File: src/rtl/cc_pkg.sv
package cc_pkg;

  typedef enum logic [3:0] {
    COND_ALWAYS = 4'h0,
    COND_NEVER  = 4'h1,
    COND_HIGHER = 4'h2,
    COND_LOWSM  = 4'h3,
    COND_CCLR   = 4'h4,
    COND_CSET   = 4'h5,
    COND_NOTEQ  = 4'h6,
    COND_EQUAL  = 4'h7,
    COND_OVCLR  = 4'h8,
    COND_OVSET  = 4'h9,
    COND_PLUS   = 4'hA,
    COND_MINUS  = 4'hB,
    COND_GTEQ   = 4'hC,
    COND_LESS   = 4'hD,
    COND_GREAT  = 4'hE,
    COND_LTEQ   = 4'hF
  } cond_e;

  typedef struct packed {
    logic n;
    logic z;
    logic v;
    logic c;
  } ccr_t;

  localparam int COND_W = 4;

endpackage

File: src/rtl/cc_eval.sv
module cc_eval
  import cc_pkg::*;
(
  input  cond_e code,
  input  ccr_t  ccr,
  output logic  holds
);

  logic signed_ge;

  assign signed_ge = ~(ccr.n ^ ccr.v);

  always_comb begin
    unique case (code)
      COND_ALWAYS: holds = 1'b1;
      COND_NEVER:  holds = 1'b0;
      COND_HIGHER: holds = ~ccr.c & ~ccr.z;
      COND_LOWSM:  holds = ccr.c | ccr.z;
      COND_CCLR:   holds = ~ccr.c;
      COND_CSET:   holds = ccr.c;
      COND_NOTEQ:  holds = ~ccr.z;
      COND_EQUAL:  holds = ccr.z;
      COND_OVCLR:  holds = ~ccr.v;
      COND_OVSET:  holds = ccr.v;
      COND_PLUS:   holds = ~ccr.n;
      COND_MINUS:  holds = ccr.n;
      COND_GTEQ:   holds = signed_ge;
      COND_LESS:   holds = ~signed_ge;
      COND_GREAT:  holds = ~ccr.z & signed_ge;
      COND_LTEQ:   holds = ccr.z | ~signed_ge;
      default:     holds = 1'b0;
    endcase
  end

endmodule

File: src/rtl/cc_op_decode.sv
module cc_op_decode
  import cc_pkg::*;
#(
  parameter int OPC_W = 16,
  parameter int REG_W = 3
) (
  input  logic [OPC_W-1:0] opcode,
  input  logic             branch_ctx,
  output logic             matched,
  output cond_e            code,
  output logic             to_dreg,
  output logic [REG_W-1:0] reg_idx,
  output logic             illegal_branch
);

  localparam int GRP_W   = 4;
  localparam int GRP_LSB = OPC_W - GRP_W;
  localparam int CND_LSB = GRP_LSB - COND_W;
  localparam int SZ_LSB  = CND_LSB - 2;
  localparam int MODE_W  = 3;
  localparam int MODE_LSB = REG_W;

  localparam logic [GRP_W-1:0] GRP_SET    = 4'b0101;
  localparam logic [GRP_W-1:0] GRP_BRANCH = 4'b0110;
  localparam logic [1:0]       SZ_SET     = 2'b11;

  logic [GRP_W-1:0]  grp;
  logic [1:0]        sz;
  logic [MODE_W-1:0] mode;
  logic              set_shape;
  logic              br_shape;

  assign grp  = opcode[OPC_W-1 -: GRP_W];
  assign sz   = opcode[SZ_LSB +: 2];
  assign mode = opcode[MODE_LSB +: MODE_W];
  assign code = cond_e'(opcode[CND_LSB +: COND_W]);

  assign set_shape = (grp == GRP_SET) && (sz == SZ_SET);
  assign br_shape  = (grp == GRP_BRANCH);

  always_comb begin
    matched        = 1'b0;
    to_dreg        = 1'b0;
    reg_idx        = '0;
    illegal_branch = 1'b0;
    if (branch_ctx) begin
      matched        = br_shape;
      illegal_branch = br_shape && ((code == COND_ALWAYS) || (code == COND_NEVER));
    end else begin
      matched = set_shape;
      if (set_shape) begin
        to_dreg = (mode == '0);
        reg_idx = opcode[REG_W-1:0];
      end
    end
  end

endmodule

File: src/rtl/cc_scc_unit.sv
module cc_scc_unit
  import cc_pkg::*;
#(
  parameter int OPC_W = 16,
  parameter int RES_W = 8,
  parameter int REG_W = 3
) (
  input  logic             clk,
  input  logic             rst,
  input  logic             in_valid,
  input  logic             branch_ctx,
  input  logic [OPC_W-1:0] opcode,
  input  logic [3:0]       flags,
  output logic             valid_out,
  output logic             hit,
  output logic [RES_W-1:0] result,
  output logic             dreg_we,
  output logic [REG_W-1:0] dreg_idx,
  output logic             no_match,
  output logic             bad_cond
);

  logic             matched;
  cond_e            code;
  logic             to_dreg;
  logic [REG_W-1:0] reg_idx;
  logic             illegal_branch;
  logic             holds;

  logic             hit_d;
  logic [RES_W-1:0] result_d;

  cc_op_decode #(
    .OPC_W (OPC_W),
    .REG_W (REG_W)
  ) u_dec (
    .opcode         (opcode),
    .branch_ctx     (branch_ctx),
    .matched        (matched),
    .code           (code),
    .to_dreg        (to_dreg),
    .reg_idx        (reg_idx),
    .illegal_branch (illegal_branch)
  );

  cc_eval u_eval (
    .code  (code),
    .ccr   (ccr_t'(flags)),
    .holds (holds)
  );

  always_comb begin
    hit_d    = matched && holds && !illegal_branch;
    result_d = (matched && !branch_ctx && holds) ? {RES_W{1'b1}} : '0;
  end

  always_ff @(posedge clk) begin
    if (rst) begin
      valid_out <= 1'b0;
      hit       <= 1'b0;
      result    <= '0;
      dreg_we   <= 1'b0;
      dreg_idx  <= '0;
      no_match  <= 1'b0;
      bad_cond  <= 1'b0;
    end else begin
      valid_out <= in_valid;
      if (in_valid) begin
        hit      <= hit_d;
        result   <= result_d;
        dreg_we  <= to_dreg;
        dreg_idx <= reg_idx;
        no_match <= !matched;
        bad_cond <= illegal_branch;
      end
    end
  end

endmodule

File: config.mk
export PLATFORM = sky130hd
export DESIGN_NAME = cc_scc_unit
export DESIGN_NICKNAME = d
export VERILOG_FILES = /design/src/rtl/cc_pkg.sv /design/src/rtl/cc_eval.sv /design/src/rtl/cc_op_decode.sv /design/src/rtl/cc_scc_unit.sv
export SDC_FILE = /design/constraint.sdc
export NUM_CORES = 1
export LEC_CHECK = 0
export BUFFER_PORTS_ARGS = -buffer_cell sky130_fd_sc_hd__buf_2
export CAP_MARGIN = 20
export CORE_UTILIZATION = 40
export DETAILED_ROUTE_END_ITERATION = 8
export GPL_TIMING_DRIVEN = 1
export PLACE_DENSITY = 0.77
export SYNTH_ARGS = -nofsm -noshare
export SYNTH_HDL_FRONTEND = slang
export SYNTH_SLANG_ARGS = --single-unit
File: constraint.sdc
create_clock -name clk -period 1.7 [get_ports clk]
set_input_delay 0.255 -clock clk [delete_from_list [all_inputs] [get_ports clk]]
set_output_delay 0.255 -clock clk [all_outputs]
set_load 0.05 [all_outputs]
==> results of run 1 <==
## metal layers
layer,up-vias,GRT usage,part of all wire
li1,310,-,-
met1,277,0.179,0.40
met2,24,0.281,0.54
met3,0,0.0652,0.054
met4,0,0.00833,0
met5,-,0,0
## stage by stage
stage,setup WS [ns],cells,area [sq um]
2_1_floorplan,0.346,71,602
3_3_place_gp,0.166,115,734
3_5_place_dp,0.118,115,734
4_1_cts,0.396,119,761
5_1_grt,0.311,119,761
6_report,0.388,119,761
## placed cells by master (no fill, tap or decap), types with 2 or more instances in the layout
cell type  count
nand3_1        5
inv_1          3
nor3_1         3
nand2_1        6
xor2_1         2
clkbuf_4       3
dfxtp_1        9
buf_2         39
or4_1          2
a21oi_1        4
a22oi_1        3
nor2_1         7
## registers in the layout, indices dropped and copies added, names as in the netlist
| signal | cells |
|---|---|
| bad_cond | 1 |
| dreg_idx | 3 |
| dreg_we | 1 |
| hit | 1 |
| no_match | 1 |
| result | 1 |
| valid_out | 1 |
## kinds of logic (layout without fill, tap and decap cells)
group | count (synthesis) | after routing | share of synthesized area
simple gates | 29 | 29 | 0.274
compound gates | 14 | 14 | 0.175
buf+inv | 13 | 46 | 0.154
flops | 9 | 9 | 0.299
xor+xnor | 3 | 3 | 0.0437
mux | 3 | 3 | 0.0541
## final timing paths
path / start / end / slack (ns) / depth (start not counted)
worst max-delay path: opcode[8] / hit$_SDFFE_PP0P_ / 0.39 / 6
worst min-delay path: opcode[2] / dreg_idx[2]$_SDFFE_PP0P_ / 0.24 / 3
worst max register to register: result[6]$_SDFFE_PP0P_ / result[6]$_SDFFE_PP0P_ / 1.01 / 2
worst min register to register: dreg_we$_SDFFE_PP0P_ / dreg_we$_SDFFE_PP0P_ / 0.47 / 2
## worst reg2reg max path, stage by stage, from the launching register on
cell     delay (ns)
dfxtp_1        0.43
nand3_1        0.10
o31ai_1        0.08
## final cells by class
cell class                      count  area, sq um
Fill cell                         130          589
Clock buffer                        4         26.3
Tap cell                           15         18.8
Inverter                            3         11.3
Timing Repair Buffer               39          195
Multi-Input combinational cell     49          329
Sequential cell                     9          180
## power by group
group | switching [mW] | internal (mW) | total, mW | leakage, nW
sequential | 0.00112 | 0.214 | 0.215 | 0.0731
clock | 0.0680 | 0.0900 | 0.158 | 0.0150
combinational | 0.0597 | 0.0443 | 0.104 | 0.295
==> metrics, run 1 <==
Cell variety after synth=29; status=complete, no violations; # IOs=40; CP endpoint kind=flop; max frequency=around 760 MHz; Site Rows=13; GP Congestion=0.720; First DRT Iteration DRCs=2; WL per Instance=just over 10 microns; Clock Latency Late Sink=approximately 0.25 ns; Area contributors post-synth=dfxtp_1 (30%), buf_4 (11%), nor2_1 (4.4%); # hold bufs at CTS=0; total of max-cap violations=0; total power=0.477 mW; Routed Antenna Nets=0; Die Span Y=40.8 microns; Port Buffers=39; power density cells=around 630 mW/mm^2; gr usage total=0.157; Crit path max-delay family=compound AO/OA/AOI/OAI gates; Syn Inst Count=71; gr ovfl total=0; RSZ-0062 raised after global routing=no; crit path max fanout=6; Final Hold Fails=0; syn nets=95; Period minus WS final=approximately 1.3 ns; number of global-route vias before repair=453; Clock Skews=0 ns; Synth Register Bits=9; Total Routed Length=between 1000 and 1500 microns; Layout Nets=roughly 130; DP Wirelength=~1000 microns; number of antenna diodes=0; initial core utilization=0.446; drt first pass iters=4; worst vdd ir=roughly 0.48 mV; crit-path max cell delay=0.33 ns; H-tree depth=1; Area Growth Syn to Fin=26.4%; first-pass GRT wire length=~1800 microns; number of synthesized flops with an enable pin=0; CP max stage cell=mux2_1; setup TNS=0 ns; max-slew violations=0; HP Class=in -> reg; TritonCTS Sinks=9; final setup violation count=0; normalized max-slew margin=0.751; post-cts gate resize count=0; initial antenna violation count=0; CP bufs+invs=1; WHS=approximately 0.24 ns; Clock Path Buffers=2; Leakage=approximately 0.38 nW; TritonCTS clock tree=built; Die Wd=40.8 microns; Worst EP arrival=~1.5 ns; Synth area leader=dfxtp_1; DRC errors left=0; Core Footprint=~0.0014 sq mm; Synth Flop Type=dfxtp_1; TritonCTS buffer count=3; largest net degree at the start of global routing=12; syn_area_per_cell=between 8 and 9 sq um; CP Cell Sequence=buf_2 > xor2_1 > mux2_1 > o22ai_1 > a211oi_2 > o41ai_2; ys async rst share=0; worst-margin pin slew=0.371 ns; post-synth top area share=0.299; Final Util=0.563; Seq/Total Area, Yosys=0.299; root buffer cell=clkbuf_4; Final Cycle Share=0.772; total of warnings raised by yosys=0; mapped cell area=602 sq um; Commonest cells post-synth=buf_4 (9), dfxtp_1 (9), nor2_1 (7), nand2_1 (6), nand3_1 (5); Die ar.=0.00166 sq mm; DR vias=between 600 and 700; WS Path Type=in -> reg; CTS clk-pin slew, worst paths=about 0.06 ns; share of cells above drive strength 1=0.462; post-CTS setup buffers=0; vias per cell=5.13; critical path startpoint category=primary input; Worst EP required=~1.9 ns
(Power assumes the default switching activity.)
==> run 2: changes to the inputs <==
--- a/config.mk
+++ b/config.mk
@@ -7,10 +7,10 @@
 export LEC_CHECK = 0
 export BUFFER_PORTS_ARGS = -buffer_cell sky130_fd_sc_hd__buf_2
 export CAP_MARGIN = 20
-export CORE_UTILIZATION = 40
+export CORE_UTILIZATION = 36
 export DETAILED_ROUTE_END_ITERATION = 8
 export GPL_TIMING_DRIVEN = 1
-export PLACE_DENSITY = 0.77
+export PLACE_DENSITY = 0.73
 export SYNTH_ARGS = -nofsm -noshare
 export SYNTH_HDL_FRONTEND = slang
 export SYNTH_SLANG_ARGS = --single-unit
==> constraint.sdc (replaced) <==
create_clock -name clk -period 1.2 [get_ports clk]
set_input_delay 0.18 -clock clk [delete_from_list [all_inputs] [get_ports clk]]
set_output_delay 0.18 -clock clk [all_outputs]
set_load 0.05 [all_outputs]
==> metrics, run 2 (synthesis results as in run 1) <==
status=complete, no violations; CTS clk-pin slew, worst paths=0.06 ns (about the same); root buffer cell=clkbuf_4; Layout Nets=138 (+7.0%); HP Start=opcode[2]; number of global-route vias before repair=573 (+26%); Clock Path Buffers=2 (unchanged); gr ovfl total=0 (unchanged); share of cells above drive strength 1=0.558 (+0.0960); Worst EP arrival=1.33 ns (-0.14 ns); initial antenna violation count=0 (unchanged); FF-to-FF Start=dreg_idx[0]$_SDFFE_PP0P_; TritonCTS buffer count=3 (unchanged); Final Cycle Share=0.992; hold endpoint=dreg_idx[2]$_SDFFE_PP0P_; gr usage total=0.149 (-0.00787); Clock Latency Late Sink=0.26 ns (about the same); number of antenna diodes=0 (unchanged); # IOs=40 (unchanged); initial core utilization=0.390 (-0.0554); RSZ-0062 raised after global routing=yes; HP Class=in -> reg; total of max-cap violations=0 (unchanged); switching part of the total=0.284 (+0.0140); H-tree depth=1 (unchanged); Port Buffers=39 (unchanged); crit path max fanout=6 (unchanged); combinational share of power=0.271 (+0.053); Placed Cells incl. Taps=124 (+7.8%); Final Hold Fails=0 (unchanged); R2R Setup Slk=0.55 ns (-0.46 ns); sequential power share=0.413 (-0.038); FF-to-FF End=dreg_idx[0]$_SDFFE_PP0P_; DP Wirelength=986 microns (-3.5%); flip-flop count of the largest register after layout=3 (unchanged); DR vias=618 (+1.1%); WS Path Type=in -> reg; crit-path max cell delay=0.33 ns (about the same); Core Footprint=0.00154 sq mm (+14%); WL per Instance=9.65 microns (-5.0%); max-slew violations=0 (unchanged); vias per cell=4.79 (-6.7%); Clk network pwr share=0.316 (-0.015); CP endpoint kind=flop; Die Wd=42.9 microns (+5.1%); Sw Pwr=0.210 mW (+63%); Post-Layout Cell Count=129 (+8.4%); critical path startpoint category=primary input; Worst EP required=1.34 ns (-0.52 ns); TritonCTS clock tree=built; Reg with most FFs=dreg_idx; P_int=0.528 mW (+52%); DRC errors left=0 (unchanged); Final Util=0.577 (+0.0136); max frequency=~840 MHz; Site Rows=14 (+1); Die Span Y=42.9 microns (+5.1%); Total Routed Length=1250 microns (+3.0%); commonest cells after routing, fill and taps aside=buf_2 (37), buf_4 (9), dfxtp_1 (8); first-pass GRT wire length=2130 microns (+21%); CP Cell Sequence=buf_2 > nand2b_4 > a31oi_2 > mux2_4 > a211oi_4 > o31ai_1; power density cells=830 mW/mm^2 (+32%); largest net degree at the start of global routing=12 (unchanged); Area Growth Syn to Fin=47.8%; drt first pass iters=4 (unchanged); Clock Skews=0 ns (unchanged); GP Congestion=0.732 (+1.6%); final setup violation count=0 (unchanged); normalized max-slew margin=0.791 (+0.0407); Routed Antenna Nets=0 (unchanged); commonest non-fill, non-tap cell in the layout=buf_2; TritonCTS Sinks=9 (unchanged); Die ar.=0.00184 sq mm (+11%); Leakage=0.449 nW (+17%); CP max stage cell=mux2_4; r2r worst-path depth=2 (unchanged); worst vdd ir=0.519 mV (+8.8%); First DRT Iteration DRCs=9 (+7); Hold Path Stages=3 (unchanged); Period minus WS final=roughly 1.2 ns; worst-margin pin slew=0.313 ns (-0.0585 ns)
[run 2: worst max path at each step]
stage,end,from,cells past startpoint
floorplan,hit$_SDFFE_PP0P_,flags[1],5
global placement,hit$_SDFFE_PP0P_,opcode[10],6
detailed placement,hit$_SDFFE_PP0P_,flags[1],6
CTS,hit$_SDFFE_PP0P_,flags[1],6
global route,result[6]$_SDFFE_PP0P_,opcode[10],6
finish,result[6]$_SDFFE_PP0P_,opcode[10],6
[run 2: layer usage]
layer | vias to the layer above | global-route usage | wire [microns] | part of all wire
li1 | 323 | - | - | -
met1 | 271 | 0.159 | 526 | 0.42
met2 | 24 | 0.276 | 648 | 0.52
met3 | 0 | 0.0511 | 70 | 0.056
met4 | 0 | 0.0375 | 0 | 0
met5 | - | 0 | 0 | 0
[run 2: what timing repair did]
action                     in CTS  in global routing
setup buffers                   0                  1
resized for setup               0                 11
hold buffers                    0                  0
setup endpoints to repair       0                  3
[run 2: worst max-delay path, delay by kind of cell]
| kind | cells | cell delay (ns) |
|---|---|---|
| compound gates | 3 | 0.53 |
| mux | 1 | 0.33 |
| buf+inv | 1 | 0.14 |
| simple gates | 1 | 0.15 |
[run 2: cell type report]
class / count / area, sq um
inverters: 3 / 11.3
fillers: 143 / 652
multi-input cells: 49 / 379
repair buffers: 48 / 272
well taps: 16 / 20.0
clock buffers: 4 / 26.3
flip-flops and latches: 9 / 181
[run 2: per-stage QoR]
stage	power [mW]	setup TNS, ns	setup slack, ns	hold WS (ns)	cell area [sq um]
final	0.738	0	0.0100	0.147	890
after global placement	0.471	-0.671	-0.238	0.413	797
after global routing	0.776	-0.0325	-0.0172	0.170	890
after detailed placement	0.474	-0.718	-0.278	0.422	797
after floorplan	0.404	-0.108	-0.0783	0.324	607
after CTS	0.712	0	0.00395	0.146	823
[run 2: power by group through the flow]
stage / logic [mW] / registers [mW] / clock network (mW)
after floorplan: 0.0764 / 0.328 / 0
after global placement: 0.159 / 0.311 / 0
after detailed placement: 0.163 / 0.311 / 0
after CTS: 0.164 / 0.305 / 0.244
after global routing: 0.218 / 0.305 / 0.253
final: 0.200 / 0.305 / 0.233
==> run 3: changes to the inputs <==
--- a/config.mk
+++ b/config.mk
@@ -7,10 +7,11 @@
 export LEC_CHECK = 0
 export BUFFER_PORTS_ARGS = -buffer_cell sky130_fd_sc_hd__buf_2
 export CAP_MARGIN = 20
-export CORE_UTILIZATION = 36
+export CORE_MARGIN = 2
+export CORE_UTILIZATION = 35
 export DETAILED_ROUTE_END_ITERATION = 8
 export GPL_TIMING_DRIVEN = 1
-export PLACE_DENSITY = 0.73
+export PLACE_DENSITY = 0.72
 export SYNTH_ARGS = -nofsm -noshare
 export SYNTH_HDL_FRONTEND = slang
 export SYNTH_SLANG_ARGS = --single-unit
==> metrics, run 3 (synthesis results as in run 1) <==
TritonCTS clock tree=built; Final Cycle Share=0.973 (-0.0184); flip-flop count of the largest register after layout=3 (unchanged); vias per cell=4.98 (+3.9%); WL per Instance=10.8 microns (+12%); WHS=0.152 ns (+0.00423 ns); Post-Layout Cell Count=127 (-1.6%); First DRT Iteration DRCs=5 (-4); CP Cell Sequence=buf_6 > nand2b_4 > nor4_4 > nand2_1 > or4_4 > a21oi_2; max frequency=856 MHz (+1.9%); worst vdd ir=0.485 mV (-6.7%); commonest non-fill, non-tap cell in the layout=buf_2; H-tree depth=1 (unchanged); initial core utilization=0.386 (-0.00439); Die Wd=45.5 microns (+6.0%); worst-margin pin slew=0.330 ns (+0.0178 ns); share of cells above drive strength 1=0.532 (-0.0260); # IOs=40 (unchanged); final setup violation count=0 (unchanged); Layout Nets=136 (-1.4%); gr ovfl total=0 (unchanged); crit path max fanout=4 (-2); Site Rows=14 (unchanged); Area Growth Syn to Fin=40.7%; CP endpoint kind=flop; HP Class=in -> reg; metal3 WL=95 microns (+36%); gr usage total=0.155 (+0.00598); CP bufs+invs=1 (unchanged); DP Wirelength=1080 microns (+10%); largest net degree at the start of global routing=12 (unchanged); total power=0.718 mW (-2.7%); Clock Path Buffers=2 (unchanged); critical path startpoint category=primary input; number of global-route vias before repair=592 (+3.3%); TritonCTS buffer count=3 (unchanged); drt first pass iters=3 (-1); Total Routed Length=1370 microns (+10%); root buffer cell=clkbuf_4; number of antenna diodes=0 (unchanged); Die Span Y=45.5 microns (+6.0%); power density cells=848 mW/mm^2 (+2.2%); max-slew violations=0 (unchanged); Period minus WS final=1.17 ns (-0.0221 ns); Reg with most FFs=dreg_idx; CP max stage cell=or4_4; Metal-1 WL=563 microns (+7.0%); Final Hold Fails=0 (unchanged); total of max-cap violations=0 (unchanged); # hold bufs at CTS=0 (unchanged); Routed Antenna Nets=0 (unchanged); GP Congestion=0.713 (-2.6%); Worst EP required=1.40 ns (+0.06 ns); DRC errors left=0 (unchanged); normalized max-slew margin=0.779 (-0.0119); Crit path max-delay family=simple AND/OR/NAND/NOR gates; Die ar.=0.00207 sq mm (+12%); Leakage=0.428 nW (-4.7%); Worst EP arrival=1.37 ns (+0.04 ns); Clock Skews=0 ns (unchanged); Final Util=0.543 (-0.0338); DR vias=632 (+2.3%); metal2 WL=712 microns (+9.9%); fillers=143 (unchanged); crit-path max cell delay=0.42 ns (+0.09 ns); commonest cells after routing, fill and taps aside=buf_2 (38), dfxtp_1 (8), nor2_1 (7), buf_4 (7), nand2_1 (6); Core Footprint=0.00156 sq mm (+1.1%); Placed Cells incl. Taps=123 (-0.81%); initial antenna violation count=0 (unchanged); status=complete, no violations; RSZ-0062 raised after global routing=yes; Clock Latency Late Sink=0.26 ns (about the same); uppermost layer routed=met3; WS Path Type=in -> reg; TritonCTS Sinks=9 (unchanged); CTS clk-pin slew, worst paths=0.06 ns (about the same); Port Buffers=39 (unchanged); first-pass GRT wire length=2280 microns (+6.8%)
run 3: layer usage:
metal	vias to the layer above	GRT usage
met5	-	0
met4	0	0.0529
met3	0	0.0714
met2	23	0.273
met1	289	0.160
li1	320	-
run 3: through the flow:
step | setup WS (ns) | cell area (sq um) | setup TNS (ns)
2_1_floorplan | -0.0783 | 607 | -0.108
3_3_place_gp | -0.236 | 790 | -0.651
3_5_place_dp | -0.274 | 790 | -0.767
4_1_cts | 0.000172 | 816 | 0
5_1_grt | -0.0347 | 847 | -0.0347
6_report | 0.0321 | 847 | 0
run 3: worst reg2reg max path, cell delays in order, from the launching register on:
cell and delay (ns):
dfxtp_1 0.32, a22oi_1 0.18, nor2_1 0.06
run 3: worst paths after layout:
path,start,to,slack [ns],cells past startpoint
max,opcode[15],dreg_we$_SDFFE_PP0P_,0.03,6
min,opcode[0],dreg_idx[0]$_SDFFE_PP0P_,0.15,3
max reg2reg,dreg_idx[2]$_SDFFE_PP0P_,dreg_idx[2]$_SDFFE_PP0P_,0.54,2
min reg2reg,bad_cond$_SDFFE_PP0P_,bad_cond$_SDFFE_PP0P_,0.47,2
run 3: cell type report:
type                    count  area [sq um]  area share
clock buffers               4          26.3      0.0310
inverters                   3          11.3      0.0133
multi-input cells          49           354       0.418
flip-flops and latches      9           181       0.214
well taps                  16          20.0      0.0236
repair buffers             46           254       0.300
run 3: timing repair:
action,4_1_cts,5_1_grt
resized for setup,0,6
hold endpoints to repair,0,0
buffers inserted,0,0
setup endpoints to repair,0,3
run 3: power breakdown:
group | switching (mW) | internal [mW] | total [mW] | leakage [nW]
registers | 0.00159 | 0.303 | 0.305 | 0.0736
logic | 0.0944 | 0.0831 | 0.177 | 0.340
clock network | 0.108 | 0.128 | 0.236 | 0.0150
